--- src/rtl/fbl_pkg.sv ---
// Shared types for the fetch-driven bank switcher.
// Assumes: write target is a 3-bit field taken from the CPU address.
package fbl_pkg;

    // Two-state selector of one pattern half: A picks the first register, B the second
    typedef enum logic {
        SEL_B = 1'b0,
        SEL_A = 1'b1
    } half_sel_t;

    // Write targets decoded from the CPU address field
    localparam logic [2:0] TGT_PRG0  = 3'd2;
    localparam logic [2:0] TGT_CHR0  = 3'd3;
    localparam logic [2:0] TGT_CHR3  = 3'd6;
    localparam logic [2:0] TGT_MIRR  = 3'd7;

endpackage

--- src/rtl/fbl_cpu_regs.sv ---
// CPU-side register file: four character bank registers, the slot 0 program
// bank and the mirroring flag.
// Assumes: CHR_W and PRG_W do not exceed DW; the target field is 3 bits wide.
module fbl_cpu_regs
    import fbl_pkg::*;
#(
    parameter int DW    = 8,
    parameter int CHR_W = 5,
    parameter int PRG_W = 4
) (
    input  logic                   clk,
    input  logic                   rst_n,
    input  logic                   we,
    input  logic [2:0]             tgt,
    input  logic [DW-1:0]          wdata,
    output logic [3:0][CHR_W-1:0]  chr_regs,
    output logic [PRG_W-1:0]       prg0,
    output logic                   mirror_h
);

    logic unused_data;
    assign unused_data = ^wdata;

    // Character registers: each one loads from its own target code
    for (genvar i = 0; i < 4; i++) begin : g_chr
        localparam logic [2:0] MY_TGT = TGT_CHR0 + 3'(i);
        always_ff @(posedge clk) begin
            if (!rst_n)
                chr_regs[i] <= '0;
            else if (we && tgt == MY_TGT)
                chr_regs[i] <= wdata[CHR_W-1:0];
        end
    end

    // Slot 0 program bank and mirroring flag
    always_ff @(posedge clk) begin
        if (!rst_n) begin
            prg0     <= '0;
            mirror_h <= 1'b0;
        end else if (we) begin
            if (tgt == TGT_PRG0) prg0     <= wdata[PRG_W-1:0];
            if (tgt == TGT_MIRR) mirror_h <= wdata[0];
        end
    end

    // a program write shows on slot 0 in the next cycle
    a_r6_prg_load: assert property (@(posedge clk) disable iff (!rst_n)
        (we && tgt == TGT_PRG0) |=> (prg0 == $past(wdata[PRG_W-1:0])));

    // a mirroring write shows its bit 0 in the next cycle
    a_r7_mirror_load: assert property (@(posedge clk) disable iff (!rst_n)
        (we && tgt == TGT_MIRR) |=> (mirror_h == $past(wdata[0])));

    // writes to targets 0 and 1 leave everything unchanged
    a_r8_ignored_tgt: assert property (@(posedge clk) disable iff (!rst_n)
        (!we || tgt < TGT_PRG0) |=> ($stable(chr_regs) && $stable(prg0) && $stable(mirror_h)));

endmodule

--- src/rtl/fbl_half_ctrl.sv ---
// One pattern half: snoops fetch addresses for its two marker rows, keeps a
// two-state selector and picks one of its two bank registers.
// Assumes: the marker compare uses address bits 12:4; bit 12 names the half.
module fbl_half_ctrl
    import fbl_pkg::*;
#(
    parameter int      VA_W  = 14,
    parameter int      CHR_W = 5,
    parameter bit      HALF  = 1'b0
) (
    input  logic             clk,
    input  logic             rst_n,
    input  logic             fetch_valid,
    input  logic [VA_W-1:0]  fetch_addr,
    input  logic [CHR_W-1:0] bank_a,
    input  logic [CHR_W-1:0] bank_b,
    output half_sel_t        sel,
    output logic [CHR_W-1:0] bank_out
);

    localparam logic [8:0] KEY_A = {HALF, 8'hFD};
    localparam logic [8:0] KEY_B = {HALF, 8'hFE};

    logic [8:0] key;
    logic       hit_a, hit_b;

    // Marker row detection on the masked fetch address
    always_comb begin
        key   = fetch_addr[12:4];
        hit_a = fetch_valid && (key == KEY_A);
        hit_b = fetch_valid && (key == KEY_B);
    end

    // Selector state: flips only on a marker fetch
    always_ff @(posedge clk) begin
        if (!rst_n)     sel <= SEL_B;
        else if (hit_a) sel <= SEL_A;
        else if (hit_b) sel <= SEL_B;
    end

    // Bank choice for this half
    always_comb bank_out = (sel == SEL_A) ? bank_a : bank_b;

    // a marker A fetch leaves the selector in state A
    a_r1_mark_a: assert property (@(posedge clk) disable iff (!rst_n)
        (fetch_valid && fetch_addr[12:4] == KEY_A) |=> (sel == SEL_A));

    // a marker B fetch leaves the selector in state B
    a_r2_mark_b: assert property (@(posedge clk) disable iff (!rst_n)
        (fetch_valid && fetch_addr[12:4] == KEY_B) |=> (sel == SEL_B));

    // no marker fetch, no change
    a_r3_hold: assert property (@(posedge clk) disable iff (!rst_n)
        !(hit_a || hit_b) |=> $stable(sel));

endmodule

--- src/rtl/fbl_prg_map.sv ---
// Program slot map: slot 0 follows the CPU register, slots 1..3 are tied to
// the last three 8 KB banks.
// Assumes: PRG_BANKS is at least 4 and fits in PRG_W bits.
module fbl_prg_map #(
    parameter int PRG_W     = 4,
    parameter int PRG_BANKS = 16
) (
    input  logic [PRG_W-1:0]   slot0,
    output logic [4*PRG_W-1:0] slots
);

    // Slot 0 passes through
    assign slots[PRG_W-1:0] = slot0;

    // Fixed slots count up to the last bank
    for (genvar k = 1; k < 4; k++) begin : g_fixed
        assign slots[k*PRG_W +: PRG_W] = PRG_W'(PRG_BANKS - 4 + k);
    end

endmodule

--- src/rtl/fetch_bank_switch.sv ---
// Top: decodes CPU writes, runs one selector per pattern half and drives the
// current character and program bank numbers plus mirroring.
// Assumes: synchronous active-low reset; outputs follow registers directly.
module fetch_bank_switch
    import fbl_pkg::*;
#(
    parameter int CPU_AW    = 15,
    parameter int DW        = 8,
    parameter int VA_W      = 14,
    parameter int CHR_W     = 5,
    parameter int PRG_BANKS = 16,
    parameter int PRG_W     = $clog2(PRG_BANKS)
) (
    input  logic                 clk,
    input  logic                 rst_n,
    input  logic                 cpu_we,
    input  logic [CPU_AW-1:0]    cpu_addr,
    input  logic [DW-1:0]        cpu_wdata,
    input  logic                 vid_fetch_valid,
    input  logic [VA_W-1:0]      vid_addr,
    output logic [CHR_W-1:0]     chr_lo_bank,
    output logic [CHR_W-1:0]     chr_hi_bank,
    output logic [4*PRG_W-1:0]   prg_banks,
    output logic                 mirror_horiz
);

    localparam int TGT_LSB = CPU_AW - 3;

    logic [2:0]             tgt;
    logic [3:0][CHR_W-1:0]  chr_regs;
    logic [PRG_W-1:0]       prg0;
    half_sel_t              sel [2];
    logic [CHR_W-1:0]       half_bank [2];
    logic                   unused_addr;

    assign tgt         = cpu_addr[CPU_AW-1:TGT_LSB];
    assign unused_addr = ^{cpu_addr, vid_addr};

    fbl_cpu_regs #(.DW(DW), .CHR_W(CHR_W), .PRG_W(PRG_W)) u_regs (
        .clk      (clk),
        .rst_n    (rst_n),
        .we       (cpu_we),
        .tgt      (tgt),
        .wdata    (cpu_wdata),
        .chr_regs (chr_regs),
        .prg0     (prg0),
        .mirror_h (mirror_horiz)
    );

    // One selector and mux per 4 KB pattern half
    for (genvar h = 0; h < 2; h++) begin : g_half
        fbl_half_ctrl #(.VA_W(VA_W), .CHR_W(CHR_W), .HALF(h[0])) u_half (
            .clk         (clk),
            .rst_n       (rst_n),
            .fetch_valid (vid_fetch_valid),
            .fetch_addr  (vid_addr),
            .bank_a      (chr_regs[2*h]),
            .bank_b      (chr_regs[2*h+1]),
            .sel         (sel[h]),
            .bank_out    (half_bank[h])
        );
    end

    assign chr_lo_bank = half_bank[0];
    assign chr_hi_bank = half_bank[1];

    fbl_prg_map #(.PRG_W(PRG_W), .PRG_BANKS(PRG_BANKS)) u_prg (
        .slot0 (prg0),
        .slots (prg_banks)
    );

    // a write to the selected lower register shows on the lower output next cycle
    a_r5_lo_live_write: assert property (@(posedge clk) disable iff (!rst_n)
        (cpu_we && tgt == TGT_CHR0 && sel[0] == SEL_A && !vid_fetch_valid)
        |=> (chr_lo_bank == $past(cpu_wdata[CHR_W-1:0])));

    // a write to the selected upper register shows on the upper output next cycle
    a_r5_hi_live_write: assert property (@(posedge clk) disable iff (!rst_n)
        (cpu_we && tgt == TGT_CHR3 && sel[1] == SEL_B && !vid_fetch_valid)
        |=> (chr_hi_bank == $past(cpu_wdata[CHR_W-1:0])));

    // with no write and no fetch, both bank outputs hold
    a_r4_quiet_hold: assert property (@(posedge clk) disable iff (!rst_n)
        (!cpu_we && !vid_fetch_valid) |=> ($stable(chr_lo_bank) && $stable(chr_hi_bank)));

endmodule

--- config.mk ---
export PLATFORM = sky130hd
export DESIGN_NAME = fetch_bank_switch
export DESIGN_NICKNAME = d
export VERILOG_FILES = /design/src/rtl/fbl_pkg.sv /design/src/rtl/fbl_cpu_regs.sv /design/src/rtl/fbl_half_ctrl.sv /design/src/rtl/fbl_prg_map.sv /design/src/rtl/fetch_bank_switch.sv
export SDC_FILE = /design/constraint.sdc
export NUM_CORES = 1
export LEC_CHECK = 0
export BUFFER_PORTS_ARGS = -buffer_cell sky130_fd_sc_hd__clkbuf_2
export CORE_MARGIN = 1
export CORE_UTILIZATION = 45
export DETAILED_ROUTE_END_ITERATION = 10
export PLACE_DENSITY = 0.77
export SYNTH_ARGS = -nofsm -noshare
export SYNTH_HDL_FRONTEND = slang
export SYNTH_SLANG_ARGS = --single-unit
export TNS_END_PERCENT = 1
--- constraint.sdc ---
create_clock -name clk -period 1.04 [get_ports clk]
set_input_delay 0.052 -clock clk [delete_from_list [all_inputs] [get_ports clk]]
set_output_delay 0.052 -clock clk [all_outputs]
set_load 0.01 [all_outputs]
# == Word-level counts from Yosys, hierarchy flattened ==
# Index checks and enable logic that the tools add are counted.
# op_classes
n_mul,0
n_lt_le_gt_ge,0
mux,6
div_mod_pow,0
n_eq_ne,10
reduce_logical,12
shift,0
addsub,0
bitwise_logic,0
# op_table
op,count
"9-bit by 8-bit equality test with 1-bit output, second input constant",2
"9-bit equality test, second input constant",2
"3-bit equality test, second input constant",4
5-bit two-way mux,2
1-bit logical AND,8
"3-bit by 2-bit equality test with 1-bit output, second input constant",2
1-bit two-way mux,4
2-bit AND reduction,2
2-bit nonzero test,2
# totals
ram_bits,0
word_cells,36
regBits,27
rom_bits,0
in_bits,41
latch_bits,0
mem_count,0

# == Logic depth before layout (Yosys ltp) ==
# Gate-level depths: netlist of the first run.
# logic_depth
ltp_word,4
ltp_mapped,5
mapped_depth_nobuf,3

# == Cells and area by module ==
# Synthesis of the first run repeated with hierarchy kept, for this count alone.
# unflattened
cells_unflattened,138
area_unflattened_um2,1381.3
# by_module_without_submodules
module,n_inst,cells_per_inst,area_each_um2
fbl_cpu_regs,1,92,974.7
fbl_half_ctrl (g_half[0].u_half),1,14,145.1
fbl_half_ctrl (g_half[1].u_half),1,14,133.9
fbl_prg_map,1,18,127.6

# == Worst setup path after synthesis of the first run ==
# No wires, ideal clock.
# synth_timing
path_type,reg2out
startpoint,register g_half[0].u_half.sel
endpoint,output chr_lo_bank[0]
t_required_ns,0.988
slack_ns,0.108
arrival_ns,0.880
path_stages_with_launch,3
path_cell_list,dfxtp_1 clkbuf_1 mux2_2
# synth_via
elab_chain_cells,1
# synth_rtl
item,line,text
start: declaration,fbl_half_ctrl.sv:17,"output half_sel_t sel,"
start signal: assignment,fbl_half_ctrl.sv:36,if (!rst_n) sel <= SEL_B;
start signal: assignment,fbl_half_ctrl.sv:37,else if (hit_a) sel <= SEL_A;
start signal: assignment,fbl_half_ctrl.sv:38,else if (hit_b) sel <= SEL_B;
5-bit two-way mux,fbl_half_ctrl.sv:42,always_comb bank_out = (sel == SEL_A) ? bank_a : bank_b;
end: declaration,fetch_bank_switch.sv:21,"output logic [CHR_W-1:0] chr_lo_bank,"
# Every way passes these cells.

# == Worst setup path in the final report of the first run ==
# layout_timing
startpoint,register g_half[0].u_half.sel
endpoint,output chr_lo_bank[2]
# The elaborated chain is that of the path after synthesis.

==> results of run 1 <==
[through the flow]
| step | total power, mW | hold WS [ns] | cell area [sq um] |
|---|---|---|---|
| finish | 1.74 | 0.0329 | 1590 |
| detailed placement | 1.30 | 0.368 | 1500 |
| CTS | 1.75 | 0.0259 | 1570 |
| floorplan | 1.25 | 0.218 | 1400 |
| global route | 1.82 | 0.0253 | 1590 |
| global placement | 1.29 | 0.361 | 1500 |
[worst max-delay path, cell delays in order, from the launching register on]
cell	delay, ns
dfxtp_4	0.44
mux2_4	0.32
buf_6	0.12
[registers in the layout, indices dropped and copies added, names as in the netlist]
name and cells:
u_regs.chr_regs 20, u_regs.mirror_h 1, g_half.u_half.sel 2, u_regs.prg0 4
[repair_timing]
action	in CTS	in global routing
resized for setup	14	4
buffers inserted	0	0
cloned	0	0
setup endpoints to repair	10	10
hold buffers	0	0
[final cells by class]
type                    instances  share of cell area
multi-input cells              90               0.478
flip-flops and latches         27               0.346
repair buffers                 38               0.133
well taps                      31              0.0245
clock buffers                   3              0.0142
clock inverters                 1             0.00474
[how the worst max path moves through the flow]
| stage | start | end | slack, ns | cells after the start |
|---|---|---|---|---|
| CTS | g_half[0].u_half.sel | chr_lo_bank[3] | -0.23 | 2 |
| finish | g_half[0].u_half.sel | chr_lo_bank[2] | -0.22 | 2 |
| detailed placement | cpu_addr[14] | u_regs.prg0[1] | 0.007 | 4 |
| global route | g_half[0].u_half.sel | chr_lo_bank[2] | -0.27 | 2 |
| global placement | g_half[0].u_half.sel | chr_lo_bank[4] | 0.04 | 2 |
| floorplan | g_half[0].u_half.sel | chr_lo_bank[0] | 0.11 | 2 |
[synthesized netlist by cell type (all sizes together)]
library cell / n
dfxtp: 27
mux2i: 25
nor2b: 25
buf: 16
mux2: 10
clkbuf: 4
nand4: 3
nand4b: 3
and4bb: 2
conb: 2
nand2: 2
nand2b: 1
nand3: 1
nand3b: 1
nor4: 1
o21ai: 1
o311ai: 1
or3: 1
or4: 1
[kinds of logic after synthesis]
group,synth area share
AND/OR/NAND/NOR,0.219
multiplexers,0.266
flip-flops,0.396
buffers and inverters,0.103
AO/OA/AOI/OAI,0.0101
other,0.00551
[routing by layer]
| layer | track usage | routed length [microns] | up-vias |
|---|---|---|---|
| met3 | 0.0249 | 79 | 4 |
| met1 | 0.195 | 1110 | 453 |
| li1 | - | - | 477 |
| met5 | 0 | 0 | - |
| met4 | 0.0906 | 36 | 0 |
| met2 | 0.323 | 1410 | 27 |
[power breakdown]
| group | internal, mW | total, mW | switching (mW) | leakage [nW] |
|---|---|---|---|---|
| clock network | 0.147 | 0.461 | 0.314 | 0.0139 |
| logic | 0.105 | 0.221 | 0.116 | 0.529 |
| registers | 1.05 | 1.06 | 0.0117 | 0.220 |
| total | 1.30 | 1.74 | 0.442 | 0.763 |
==> results.py, run 1 <==
metrics = {
    "finish": {
        "ff_latch_area_sq_um": 548,
        "layout_common_cells": "clkbuf_2 (33), mux2i_1 (25), nor2b_1 (25), dfxtp_1 (25), conb_1 (12)",
        "nNetsFinal": 201,
        "utilization": 0.565,
        "area_growth_pct": 16.2,
        "final_common_cell": "clkbuf_2",
        "fill_cells": 250,
        "diodes": 0,
        "multiInputGateArea_sq_um": 758,
        "drive_above_1_share": 0.371,
        "fin_cells": 190,
    },
    "run": {
        "cap_violations": 0,
    },
    "global_route": {
        "grt_pass1_vias": 978,
        "grt_overflow": 0,
        "antenna_found_initial": 0,
        "grt_use_total": 0.175,
        "grt_max_degree": 28,
        "grt_pass1_wl_mm": 4.35,
    },
    "timing": {
        "rsz0062_at_grt": "yes",
        "final_max_slew_viol_count": 0,
        "hold_viol": 0,
        "max_freq_mhz": 792,
        "setup_viol": 10,
        "setup_tns_ns": -2.08,
        "min_period_over_period": 1.21,
        "worst_clock_skew_ns": 0,
        "period_needed_ns": 1.26,
        "setup_slack_ns": -0.222,
    },
    "worst_hold_path": {
        "hold_class": "in -> reg",
        "hold_path_depth": 3,
        "worstHoldStart": "vid_addr[12]",
        "hold-path-endpoint": "g_half[0].u_half.sel",
    },
    "floorplan": {
        "die_x_microns": 57.1,
        "core_area_sq_um": 2810,
        "start_util": 0.486,
        "num_io_pins": 68,
        "rows": 19,
        "die_y_microns": 57.1,
        "die_area_sq_um": 3250,
    },
    "yosys": {
        "yosysSeqAreaShare": 0.396,
        "ys_warn_count": 0,
        "yosys.area.top_type": "dfxtp_1",
        "synth_cell_types": 22,
        "synth.area.top_cells": "dfxtp_1 (40%), mux2i_1 (18%), nor2b_1 (11%), mux2_2 (8.3%), buf_4 (7.2%)",
        "synth_area_sq_um": 1360,
        "syn-mean-instance-area_sq_um": 10.7,
        "synth_top_cell_area_share": 0.396,
        "netlist_instances": 127,
        "synth-seq-cells": 27,
    },
    "clock_network": {
        "cts.path.max_buffers": 2,
        "htreeDepth": 1,
        "path_clk_slew_ns": 0.15,
        "cts.sinks": 27,
        "root_buffer": "clkbuf_4",
        "cts_buffers": 3,
        "cts_tree": "yes",
        "clk_latency_ns": 0.32,
    },
    "setup_path": {
        "worstSetupPathType": "reg -> out",
        "timing.rr.start": "g_half[0].u_half.sel",
        "r2r-end": "g_half[0].u_half.sel",
        "worstRegToRegCells": 2,
        "crit_path_start_kind": "flop",
        "crit_required_ns": 0.99,
        "critPathMaxFanout": 6,
        "end_kind": "output pin",
        "reg2reg_slack_ns": 0.33,
        "cp.arrival_ns": 1.21,
    },
    "power_and_ir_drop": {
        "leakage_nw": 0.763,
        "ir_drop_v": 0.000476,
        "powerDensity_nw_per_um2": 1100,
    },
    "route": {
        "drtIter0Drc": 32,
        "wl_per_cell_microns": 13.9,
        "vias_per_cell": 5.06,
        "ant_nets": 0,
        "via_count": 961,
        "first_pass_iters": 7,
        "finalWirelength_mm": 2.64,
        "drc": 10,
    },
    "placed_design": {
        "place_inst": 186,
        "dp_hpwl_mm": 2.00,
        "pre_cts_slack_ns": 0.00698,
        "gp_congestion": 0.747,
        "port_buffers": 35,
    },
    "outcome": {
        "violations": "DRC, setup timing",
        "status": "complete, but fails checks",
    },
}
Note: power is estimated with default switching activity, not from simulation.
==> run 2: changes to the inputs <==
--- a/config.mk
+++ b/config.mk
@@ -13,4 +13,3 @@
 export SYNTH_ARGS = -nofsm -noshare
 export SYNTH_HDL_FRONTEND = slang
 export SYNTH_SLANG_ARGS = --single-unit
-export TNS_END_PERCENT = 1
==> results.py, run 2 (same netlist as run 1, synthesis figures left out) <==
metrics = {
    "power_and_ir_drop": {
        "powerDensity_nw_per_um2": 1070,
        "power.combinational.fraction": 0.131,
        "internal-power_mw": 1.31,
        "ir_drop_v": 0.000477,
        "leakage_nw": 0.776,
        "power.switching_mw": 0.445,
        "p_sw_frac": 0.254,
        "clkPwrFrac": 0.264,
        "p_seq_frac": 0.605,
    },
    "timing": {
        "max_freq_mhz": 792,
        "hold_slack_ns": 0.0328,
        "worst_clock_skew_ns": 0,
        "min_period_over_period": 1.21,
        "setup_slack_ns": -0.223,
        "period_needed_ns": 1.26,
        "final_max_slew_viol_count": 0,
        "setup_viol": 10,
        "hold_viol": 0,
        "rsz0062_at_grt": "yes",
    },
    "clock_network": {
        "cts_tree": "yes",
        "clk_latency_ns": 0.32,
        "root_buffer": "clkbuf_4",
        "htreeDepth": 1,
        "postCtsSetupRepairBufs": 0,
        "cts.sinks": 27,
        "cts.path.max_buffers": 2,
        "cts_buffers": 3,
        "path_clk_slew_ns": 0.15,
    },
    "setup_path": {
        "worstSetupPathType": "reg -> out",
        "cp-startpoint": "g_half[0].u_half.sel",
        "critPathMaxStageDelay_ns": 0.44,
        "r2r-end": "g_half[0].u_half.sel",
        "reg2reg_slack_ns": 0.33,
        "crit_buf_inv": 1,
        "cp_cell_sequence": "mux2_4, buf_6",
        "crit_path_start_kind": "flop",
        "timing.rr.start": "g_half[0].u_half.sel",
        "cp.arrival_ns": 1.21,
        "critPathMaxFanout": 6,
        "worstRegToRegCells": 2,
        "crit_required_ns": 0.99,
        "endpoint": "chr_lo_bank[2]",
        "crit_slowest_cell": "dfxtp_4",
        "end_kind": "output pin",
        "crit_family": "flip-flops",
        "crit_cells": 2,
    },
    "floorplan": {
        "num_io_pins": 68,
        "die_y_microns": 57.1,
        "die_area_sq_um": 3250,
        "core_area_sq_um": 2810,
        "start_util": 0.486,
        "rows": 19,
        "die_x_microns": 57.1,
    },
    "finish": {
        "fin_cells": 190,
        "area_growth_pct": 19.9,
        "drive_above_1_share": 0.371,
        "final_area_sq_um": 1640,
        "largest_register_ffs": 20,
        "top_regs": "u_regs.chr_regs x20, u_regs.prg0 x4, g_half.u_half.sel x2",
        "diodes": 0,
        "layout_common_cells": "mux2i_1 (25), nor2b_1 (25), clkbuf_2 (25), dfxtp_1 (25), conb_1 (12)",
        "nNetsFinal": 201,
        "top_register": "u_regs.chr_regs",
        "fill_cells": 241,
    },
    "global_route": {
        "grt_pass1_wl_mm": 4.35,
        "grt_max_degree": 28,
        "grt_pass1_vias": 978,
        "grt_use_total": 0.175,
        "grt_overflow": 0,
        "antenna_found_initial": 0,
    },
    "route": {
        "drc": 8,
        "ant_nets": 0,
        "vias_per_cell": 5.07,
        "via_count": 964,
        "drtIter0Drc": 30,
        "wl_per_cell_microns": 13.9,
        "finalWirelength_mm": 2.65,
        "first_pass_iters": 7,
    },
    "placed_design": {
        "dp_hpwl_mm": 2.00,
        "place_area_sq_um": 1500,
        "place_inst": 186,
        "gp_congestion": 0.747,
        "port_buffers": 35,
    },
    "worst_hold_path": {
        "hold_class": "in -> reg",
        "worstHoldStart": "vid_addr[12]",
    },
    "run": {
        "cap_violations": 0,
    },
    "outcome": {
        "violations": "DRC, setup timing",
        "status": "complete, but fails checks",
    },
}
[run 2: power groups by stage]
stage | Sequential, mW | Combinational, mW | Clock (mW)
2_1_floorplan | 1.09 | 0.159 | 0
3_3_place_gp | 1.09 | 0.204 | 0
3_5_place_dp | 1.09 | 0.213 | 0
4_1_cts | 1.06 | 0.218 | 0.471
5_1_grt | 1.07 | 0.249 | 0.519
6_report | 1.06 | 0.229 | 0.463
[run 2: layout make-up]
type	instances	area, sq um	area share
multi-input cells	90	758	0.464
flip-flops and latches	27	548	0.335
repair buffers	38	260	0.159
well taps	31	38.8	0.0237
clock buffers	3	22.5	0.0138
clock inverters	1	7.51	0.00459
[run 2: metrics by stage]
step	power (mW)	setup TNS [ns]	worst slack [ns]	util
final	1.75	-2.10	-0.223	0.583
after global routing	1.83	-2.63	-0.273	0.583
after CTS	1.75	-2.17	-0.226	0.561
after detailed placement	1.30	0	0.00698	0.534
after global placement	1.29	0	0.0372	0.534
after floorplan	1.25	0	0.108	-
[run 2: worst min path at each step]
stage | to | slack [ns] | cells past startpoint
after floorplan | u_regs.chr_regs[0] | 0.22 | 2
after global placement | u_regs.chr_regs[14] | 0.36 | 3
after detailed placement | g_half[0].u_half.sel | 0.37 | 3
after CTS | u_regs.chr_regs[4] | 0.03 | 3
after global routing | u_regs.chr_regs[4] | 0.03 | 3
final | g_half[0].u_half.sel | 0.03 | 3
[run 2: worst reg2reg max path, cell delays in order (launching register included)]
cell	delay [ns]
dfxtp_4	0.44
nand2_1	0.06
o21ai_0	0.15
[run 2: per-layer routing]
layer | wire length, microns | vias to the layer above | GRT usage
met4 | 36 | 0 | 0.0906
li1 | - | 477 | -
met3 | 78 | 4 | 0.0249
met5 | 0 | - | 0
met1 | 1110 | 456 | 0.195
met2 | 1430 | 27 | 0.323
[run 2: timing repair]
action / in CTS / in global routing
hold buffers: 0 / 0
gates resized for setup: 14 / 20
cloned: 0 / 0
endpoints found under the setup margin: 10 / 10
endpoints found under the hold margin: 0 / 0
==> run 3: changes to the inputs <==
--- a/config.mk
+++ b/config.mk
@@ -7,9 +7,10 @@
 export LEC_CHECK = 0
 export BUFFER_PORTS_ARGS = -buffer_cell sky130_fd_sc_hd__clkbuf_2
 export CORE_MARGIN = 1
-export CORE_UTILIZATION = 45
+export CORE_UTILIZATION = 41
 export DETAILED_ROUTE_END_ITERATION = 10
-export PLACE_DENSITY = 0.77
+export PLACE_DENSITY = 0.74
+export SETUP_SLACK_MARGIN = 0.02
 export SYNTH_ARGS = -nofsm -noshare
 export SYNTH_HDL_FRONTEND = slang
 export SYNTH_SLANG_ARGS = --single-unit
==> constraint.sdc (replaced) <==
create_clock -name clk -period 1.05 [get_ports clk]
set_input_delay 0.0525 -clock clk [delete_from_list [all_inputs] [get_ports clk]]
set_output_delay 0.0525 -clock clk [all_outputs]
set_load 0.01 [all_outputs]
==> results.py, run 3 (same netlist as run 1, synthesis figures left out) <==
metrics = {
    "finish": {
        "layout_common_cells": "clkbuf_2 (28), mux2i_1 (25), nor2b_1 (25), dfxtp_1 (25), conb_1 (12)",
        "top_register": "u_regs.chr_regs",
        "fin_cells": 204,
        "diodes": 0,
        "drive_above_1_share": 0.369,
        "final_area_sq_um": 1640,
        "area_growth_pct": 20.0,
        "nNetsFinal": 202,
        "ff_latch_area_sq_um": 548,
        "largest_register_ffs": 20,
        "final_common_cell": "clkbuf_2",
        "multiInputGateArea_sq_um": 758,
        "fill_cells": 303,
        "top_regs": "u_regs.chr_regs x20, u_regs.prg0 x4, g_half.u_half.sel x2",
    },
    "outcome": {
        "violations": "setup timing",
        "status": "complete, but fails checks",
    },
    "global_route": {
        "grt_use_total": 0.158,
        "grt_util_met3": 0.0455,
        "busiest_layer": "met2",
        "grt_util_met2": 0.284,
        "grt_max_degree": 28,
        "antenna_found_initial": 0,
        "grt_overflow": 0,
        "grt_pass1_wl_mm": 4.21,
        "gr-usage-met1": 0.186,
        "grt_pass1_vias": 953,
    },
    "route": {
        "vias_per_cell": 4.75,
        "via_count": 970,
        "first_pass_iters": 2,
        "wl_per_cell_microns": 12.2,
        "drc": 0,
        "ant_nets": 0,
        "drtIter0Drc": 18,
        "finalWirelength_mm": 2.49,
    },
    "timing": {
        "setup_slack_ns": -0.197,
        "rsz0062_at_grt": "yes",
        "period_needed_ns": 1.25,
        "setup_viol": 10,
        "worst_clock_skew_ns": 0,
        "min_period_over_period": 1.19,
        "hold_viol": 0,
        "final_max_slew_viol_count": 0,
        "max_freq_mhz": 802,
    },
    "floorplan": {
        "num_io_pins": 68,
        "core_area_sq_um": 3100,
        "die_area_sq_um": 3560,
        "rows": 20,
        "die_x_microns": 59.7,
        "start_util": 0.440,
        "die_y_microns": 59.7,
    },
    "clock_network": {
        "cts_buffers": 3,
        "cts.sinks": 27,
        "htreeDepth": 1,
        "path_clk_slew_ns": 0.13,
        "cts.path.max_buffers": 2,
        "root_buffer": "clkbuf_4",
        "postCtsSetupRepairBufs": 0,
        "clk_latency_ns": 0.31,
        "cts_tree": "yes",
        "ctsHoldBuffers": 0,
    },
    "setup_path": {
        "crit_slowest_cell": "dfxtp_4",
        "cp.arrival_ns": 1.19,
        "end_kind": "output pin",
        "cp_cell_sequence": "mux2_4, buf_6",
        "crit_path_start_kind": "flop",
        "worstRegToRegCells": 2,
        "timing.rr.start": "g_half[0].u_half.sel",
        "critPathMaxStageDelay_ns": 0.43,
        "worstSetupPathType": "reg -> out",
        "critPathMaxFanout": 6,
        "cp-startpoint": "g_half[1].u_half.sel",
        "crit_required_ns": 1.00,
    },
    "worst_hold_path": {
        "hold_path_depth": 3,
        "worstHoldStart": "vid_addr[12]",
        "hold_class": "in -> reg",
    },
    "placed_design": {
        "gp_congestion": 0.724,
        "place_area_sq_um": 1520,
        "dp_hpwl_mm": 1.97,
        "pre_cts_slack_ns": 0.0143,
        "place_inst": 200,
        "port_buffers": 35,
    },
    "run": {
        "cap_violations": 0,
    },
    "power_and_ir_drop": {
        "leakage_nw": 0.777,
        "ir_drop_v": 0.000717,
        "powerDensity_nw_per_um2": 1040,
        "power_mw": 1.70,
    },
}
## run 3: final cells by class
| type | instances | area share |
|---|---|---|
| multi-input cells | 90 | 0.463 |
| clock buffers | 4 | 0.0161 |
| well taps | 44 | 0.0336 |
| repair buffers | 39 | 0.152 |
| flip-flops and latches | 27 | 0.335 |
## run 3: layer usage
layer | up-vias | routed length [microns]
met4 | 0 | 8
met3 | 2 | 133
met1 | 452 | 1090
met2 | 39 | 1250
li1 | 477 | -
met5 | - | 0
## run 3: path summary, 6_finish.rpt
kind	slack (ns)	end
worst min register to register	0.54	u_regs.chr_regs[8]
worst max register to register	0.33	g_half[0].u_half.sel
worst max-delay path	-0.20	chr_hi_bank[1]
worst min-delay path	0.04	g_half[0].u_half.sel
## run 3: what timing repair did
action,in CTS,in global routing
endpoints found under the hold margin,0,0
resized for setup,14,14
endpoints found under the setup margin,10,10
## run 3: power breakdown
group,internal (mW),switching (mW),leakage [nW]
Combinational,0.110,0.113,0.542
Sequential,1.04,0.0114,0.220
Clock,0.149,0.281,0.0150
## run 3: critical path, delay by kind of cell, from the launching register on
family	cells	cell delay, ns
mux	1	0.32
buf+inv	1	0.12
flops	1	0.43
## run 3: per-stage QoR
stage | util | setup TNS [ns] | hold slack [ns]
2_1_floorplan | - | 0 | 0.219
3_3_place_gp | 0.490 | 0 | 0.348
3_5_place_dp | 0.490 | 0 | 0.387
4_1_cts | 0.513 | -2.04 | 0.0254
5_1_grt | 0.527 | -2.46 | 0.0234
6_report | 0.527 | -1.86 | 0.0441
